**src/rtl/mseq_pkg.sv**
```systemverilog
`timescale 1ns/1ps
package mseq_pkg;
   localparam int OPC_W = 4;
   localparam int ST_W  = 3;
   localparam int CTL_W = 15;
   localparam int SEL_W = 2;
   localparam int ROW_W = CTL_W + SEL_W;

   typedef enum logic [SEL_W-1:0] {
      NX_FETCH    = 2'd0,
      NX_DISPATCH = 2'd1,
      NX_INCR     = 2'd2,
      NX_RSVD     = 2'd3
   } nsel_e;

   localparam logic [ST_W-1:0] ST_FETCH = 3'd0;

   // first micro-state of each opcode's routine
   function automatic logic [ST_W-1:0] dispatch_entry(input logic [OPC_W-1:0] opc);
      logic [ST_W-1:0] s;
      case (opc)
         4'd1:       s = 3'd2;
         4'd2:       s = 3'd6;
         4'd3, 4'd4: s = 3'd4;
         default:    s = 3'd7;
      endcase
      return s;
   endfunction

   // {selector, control word} per micro-state
   function automatic logic [ROW_W-1:0] ctrl_entry(input logic [ST_W-1:0] st);
      logic [ROW_W-1:0] r;
      case (st)
         3'd0:    r = {NX_INCR,     15'h0007};
         3'd1:    r = {NX_DISPATCH, 15'h0010};
         3'd2:    r = {NX_INCR,     15'h0068};
         3'd3:    r = {NX_FETCH,    15'h0180};
         3'd4:    r = {NX_INCR,     15'h0620};
         3'd5:    r = {NX_FETCH,    15'h1800};
         3'd6:    r = {NX_FETCH,    15'h2068};
         default: r = {NX_RSVD,     15'h4000};
      endcase
      return r;
   endfunction
endpackage

```
**src/rtl/mseq_dispatch_rom.sv**
```systemverilog
`timescale 1ns/1ps
module mseq_dispatch_rom #(
   parameter int OPC_W = mseq_pkg::OPC_W,
   parameter int ST_W  = mseq_pkg::ST_W
) (
   input  logic [OPC_W-1:0] opc_i,
   output logic [ST_W-1:0]  start_o
);
   localparam int DEPTH = 1 << OPC_W;
   logic [ST_W-1:0] tbl [DEPTH];

   for (genvar i = 0; i < DEPTH; i++) begin : g_ent
      assign tbl[i] = mseq_pkg::dispatch_entry(OPC_W'(i));
   end

   assign start_o = tbl[opc_i];
endmodule

```
**src/rtl/mseq_ctrl_rom.sv**
```systemverilog
`timescale 1ns/1ps
module mseq_ctrl_rom #(
   parameter int ST_W  = mseq_pkg::ST_W,
   parameter int CTL_W = mseq_pkg::CTL_W,
   parameter int SEL_W = mseq_pkg::SEL_W
) (
   input  logic [ST_W-1:0]  st_i,
   output logic [CTL_W-1:0] ctrl_o,
   output logic [SEL_W-1:0] sel_o
);
   localparam int DEPTH = 1 << ST_W;
   localparam int ROW_W = CTL_W + SEL_W;
   logic [ROW_W-1:0] tbl [DEPTH];

   for (genvar i = 0; i < DEPTH; i++) begin : g_ent
      assign tbl[i] = mseq_pkg::ctrl_entry(ST_W'(i));
   end

   assign {sel_o, ctrl_o} = tbl[st_i];
endmodule

```
**src/rtl/mseq_next_sel.sv**
```systemverilog
`timescale 1ns/1ps
module mseq_next_sel #(
   parameter int ST_W  = mseq_pkg::ST_W,
   parameter int SEL_W = mseq_pkg::SEL_W
) (
   input  logic [SEL_W-1:0] sel_i,
   input  logic [ST_W-1:0]  st_i,
   input  logic [ST_W-1:0]  disp_i,
   output logic [ST_W-1:0]  next_o
);
   import mseq_pkg::*;
   nsel_e sel;
   assign sel = nsel_e'(sel_i);

   always_comb begin
      case (sel)
         NX_DISPATCH: next_o = disp_i;
         NX_INCR:     next_o = st_i + ST_W'(1);
         default:     next_o = ST_FETCH;   // fetch and reserved
      endcase
   end
endmodule

```
**src/rtl/mseq_flat_rom.sv**
```systemverilog
`timescale 1ns/1ps
module mseq_flat_rom #(
   parameter int OPC_W = mseq_pkg::OPC_W,
   parameter int ST_W  = mseq_pkg::ST_W,
   parameter int CTL_W = mseq_pkg::CTL_W
) (
   input  logic [OPC_W-1:0] opc_i,
   input  logic [ST_W-1:0]  st_i,
   output logic [CTL_W-1:0] ctrl_o,
   output logic [ST_W-1:0]  next_o
);
   import mseq_pkg::*;
   localparam int IDX_W = OPC_W + ST_W;
   localparam int DEPTH = 1 << IDX_W;
   localparam int ROW_W = CTL_W + ST_W;

   function automatic logic [ROW_W-1:0] flat_row(input logic [IDX_W-1:0] idx);
      logic [OPC_W-1:0] o;
      logic [ST_W-1:0]  s, n;
      logic [mseq_pkg::ROW_W-1:0] c;
      {o, s} = idx;
      c = ctrl_entry(s);
      case (nsel_e'(c[mseq_pkg::ROW_W-1 -: SEL_W]))
         NX_DISPATCH: n = dispatch_entry(o);
         NX_INCR:     n = s + ST_W'(1);
         default:     n = ST_FETCH;
      endcase
      return {c[CTL_W-1:0], n};
   endfunction

   logic [ROW_W-1:0] tbl [DEPTH];
   for (genvar i = 0; i < DEPTH; i++) begin : g_ent
      assign tbl[i] = flat_row(IDX_W'(i));
   end

   assign {ctrl_o, next_o} = tbl[{opc_i, st_i}];
endmodule

```
**src/rtl/mseq_ctrl_unit.sv**
```systemverilog
`timescale 1ns/1ps
module mseq_ctrl_unit #(
   parameter int OPC_W     = mseq_pkg::OPC_W,
   parameter int ST_W      = mseq_pkg::ST_W,
   parameter int CTL_W     = mseq_pkg::CTL_W,
   parameter int SEL_W     = mseq_pkg::SEL_W,
   parameter bit FLAT_IMPL = 1'b0
) (
   input  logic             clk_i,
   input  logic             rst_i,
   input  logic [OPC_W-1:0] opcode_i,
   output logic [CTL_W-1:0] ctrl_o,
   output logic [ST_W-1:0]  state_o
);
   if (OPC_W != mseq_pkg::OPC_W) begin : g_bad_opc
      $error("OPC_W must match the microcode opcode width");
   end
   if (ST_W != mseq_pkg::ST_W) begin : g_bad_st
      $error("ST_W must match the microcode state width");
   end
   if (CTL_W != mseq_pkg::CTL_W || SEL_W != mseq_pkg::SEL_W) begin : g_bad_ctl
      $error("CTL_W/SEL_W must match the microcode word layout");
   end

   logic [ST_W-1:0] upc_q, upc_d;

   if (FLAT_IMPL) begin : g_flat
      mseq_flat_rom #(.OPC_W(OPC_W), .ST_W(ST_W), .CTL_W(CTL_W)) u_flat (
         .opc_i (opcode_i),
         .st_i  (upc_q),
         .ctrl_o(ctrl_o),
         .next_o(upc_d)
      );
   end else begin : g_seq
      logic [ST_W-1:0]  disp;
      logic [SEL_W-1:0] sel;

      mseq_dispatch_rom #(.OPC_W(OPC_W), .ST_W(ST_W)) u_disp (
         .opc_i  (opcode_i),
         .start_o(disp)
      );
      mseq_ctrl_rom #(.ST_W(ST_W), .CTL_W(CTL_W), .SEL_W(SEL_W)) u_ctl (
         .st_i  (upc_q),
         .ctrl_o(ctrl_o),
         .sel_o (sel)
      );
      mseq_next_sel #(.ST_W(ST_W), .SEL_W(SEL_W)) u_nxt (
         .sel_i (sel),
         .st_i  (upc_q),
         .disp_i(disp),
         .next_o(upc_d)
      );
   end

   always_ff @(posedge clk_i) begin
      if (rst_i) upc_q <= mseq_pkg::ST_FETCH;
      else       upc_q <= upc_d;
   end

   assign state_o = upc_q;
endmodule

```
**config.mk**
```make
export PLATFORM = sky130hd
export DESIGN_NAME = mseq_ctrl_unit
export DESIGN_NICKNAME = d
export VERILOG_FILES = /design/src/rtl/mseq_pkg.sv /design/src/rtl/mseq_dispatch_rom.sv /design/src/rtl/mseq_ctrl_rom.sv /design/src/rtl/mseq_next_sel.sv /design/src/rtl/mseq_flat_rom.sv /design/src/rtl/mseq_ctrl_unit.sv
export SDC_FILE = /design/constraint.sdc
export NUM_CORES = 1
export LEC_CHECK = 0
export BUFFER_PORTS_ARGS = -buffer_cell sky130_fd_sc_hd__buf_2
export CAP_MARGIN = 30
export CORE_AREA = 5 5 42 44
export DETAILED_ROUTE_END_ITERATION = 10
export DIE_AREA = 0 0 47 49
export MAX_ROUTING_LAYER = met4
export SLEW_MARGIN = 15
export SYNTH_ARGS = -nofsm -noshare
export SYNTH_HDL_FRONTEND = slang
export SYNTH_SLANG_ARGS = --single-unit
```
**constraint.sdc**
```tcl
create_clock -name clk_i -period 4.55 [get_ports clk_i]
set_clock_uncertainty 0.05 [all_clocks]
set_input_delay 0.6825 -clock clk_i [delete_from_list [all_inputs] [get_ports clk_i]]
set_output_delay 0.6825 -clock clk_i [all_outputs]
set_load 0.005 [all_outputs]
```
==> key figures <==
CTS
  • Post-CTS Hold Buffers: 0
  • Htree depth: 1
  • CTS Sinks: 3
  • Resized cells post-CTS: 0
  • Post-CTS Setup Bufs: 0
  • CTS Buf Count: 3
  • Clock Tree Root: clkbuf_4
  • CTS tree: done
  • Skew-Pair Late Insertion Delay: 0.23 ns
  • Clock transition at the registers of the reported paths: 0.04 ns
  • CTS max path bufs: 2

STA
  • Final Hold Viols: 0
  • Tmin final: between 2 and 2.5 ns
  • Relative slew slack: roughly four fifths
  • WHS: between 0.6 and 0.7 ns
  • Max Clk Rate: roughly 450 MHz
  • Fin. max-slew vios: 0
  • Slew @ Worst Pin: about 0.28 ns
  • Setup Viol. Count Final: 0
  • Setup TNS: 0 ns
  • Unrepaired setup endpoints after global routing: false
  • Worst Slack Setup Final: 2.33 ns
  • Final period util: around 49%

Routing
  • Vias post-DR: ~370
  • Drt pass-1 iters: 2
  • Avg Vias per Cell: 4.42
  • Iter 0 DRT Violations: 1
  • Drt wl/cell: 9.75 um
  • Final WL: around 820 um
  • ANT nets after route: 0
  • DRC: 0

Worst hold path
  • Min-delay worst type: primary input to register

Global routing
  • Initial antenna violation count: 0
  • Global route total overflow: 0
  • First-pass GRT wire length: between 1 and 1.5 mm
  • Gr usage total: under 10%
  • Largest net degree at the start of global routing: 10
  • Vias in the first global route: roughly 370

Setup path
  • Crit-path leading delay family: adder cells
  • Critical-path maximum fanout: 7
  • Bufs and invs on worst path: 1
  • Crit-path slowest cell: dfxtp_1
  • Critical path's largest stage delay: 0.44 ns
  • CP most frequent cell: ha_1
  • WS Path Type: register to register
  • Worst EP arrival: between 2 and 2.5 ns
  • Worst Setup Start Kind: register
  • Critical path capture point type: register
  • Worst path required time: between 4 and 5 ns
  • Cells along the critical path: inv_1 -> ha_1 -> nand2_1 -> a21boi_0 -> ha_1 -> nor2b_1 -> nor2_1 -> a2111oi_1

Logic synthesis
  • Commonest cells in the netlist: ha_1 (8), buf_4 (6), inv_1 (6)
  • Synth cell types: 18
  • Seq/Total Area, Yosys: 15.5%
  • Synthesis-stage register bit count: 3
  • Avg Inst Size Synth: ~8 um^2
  • Synthesized area: about 390 um^2
  • Post-Syn Instances: 47
  • Ys async rst share: 0%
  • Number of enable flip-flop cells after synthesis: 0
  • Post-synthesis net count: 61
  • Area leader, netlist: ha_1
  • YS warnings: 0
  • Top post-synthesis cells by area: ha_1 (26%), dfxtp_1 (16%), buf_4 (12%)
  • Top FF cell, synth: dfxtp_1
  • Synth top area share: about a quarter
  • Most frequent cell after synthesis: ha_1

Floorplan
  • DIE AREA: 0.00230 mm^2
  • Initial Util: between 20% and 30%
  • Cell Rows: 14
  • Die X: between 40 and 50 um
  • CORE AREA: approximately 0.0014 mm^2
  • Die height: 49 um
  • # IOs: 24

Layout
  • Fill cells: 161
  • Max reg flops: 3
  • Layout net count: 83
  • N_diodes: 0
  • Area Growth Syn to Fin: 30.1%
  • Final core occ: between 30 and 40%
  • Share of layout cells above drive strength 1: about two fifths

Power
  • Power per cell area: 542 mW/mm^2
  • Leakage: just over 0.3 nW
  • Tot Pwr: between 0.0002 and 0.0003 W
  • Max VDD drop: between 200 and 250 uV

Status
  • Status: finished, final reports clean

Placed design
  • Post-DP HPWL: around 720 um
  • Pre-CTS setup slack: about 2.3 ns
  • Final GP Congestion: 0.732
  • Buffers on Ports: 23

Run
  • Number of max-cap violations: 0
cell usage in the layout, fill, tap and decap left out, types with 2 or more instances in the layout:
| cell | n |
|---|---|
| nor2b_1 | 4 |
| buf_2 | 23 |
| inv_1 | 6 |
| and2_1 | 2 |
| ha_1 | 8 |
| dfxtp_1 | 3 |
| clkbuf_4 | 3 |
| nor2_1 | 4 |
| a21oi_1 | 4 |
metal layers:
metal | global-route usage (%) | routed length [um] | vias up
li1 | - | - | 194
met1 | 8.53 | 322 | 161
met2 | 13.1 | 407 | 16
met3 | 3.32 | 88 | 0
met4 | 4.15 | 0 | 0
met5 | - | 0 | -
final cells by class:
cell class,count,area (um^2),area share (%)
multi-input cells,32,259,51.5
repair buffers,23,115,22.9
flip-flops and latches,3,60.1,11.9
clock buffers,4,26.3,5.22
inverters,6,22.5,4.48
well taps,16,20.0,3.98
worst paths after layout:
path                    startpoint                     to  depth (start not counted)  slack (ns)
min                          rst_i  state_o[1]$_SDFF_PP0_                          2        0.60
min reg2reg  state_o[0]$_SDFF_PP0_  state_o[0]$_SDFF_PP0_                          3        0.68
max          state_o[0]$_SDFF_PP0_  state_o[0]$_SDFF_PP0_                          8        2.33
max reg2reg  state_o[0]$_SDFF_PP0_  state_o[0]$_SDFF_PP0_                          8        2.33
kinds of logic after synthesis:
| kind of cell | after synthesis | share of synthesized area (%) |
|---|---|---|
| xor gates and xnor gates | 1 | 2.27 |
| muxes | 1 | 2.59 |
| adders and majority gates | 8 | 25.9 |
| AOI/OAI and AO/OA | 8 | 15.5 |
| buffers and inverters | 12 | 17.5 |
| and+or+nand+nor | 14 | 20.7 |
| DFF | 3 | 15.5 |
metrics by stage:
step	area, um^2	instances
CTS	503	84
finish	503	84
global placement	477	80
detailed placement	477	80
floorplan	387	47
global route	503	84
where the power goes:
group	internal (W)	switching (W)	total, W
sequential	0.0000354	0.0000138	0.0000492
combinational	0.0000853	0.0000917	0.000177
clock	0.0000329	0.0000136	0.0000465
total	0.000154	0.000119	0.000273
Power figures use the tool's default switching activity.
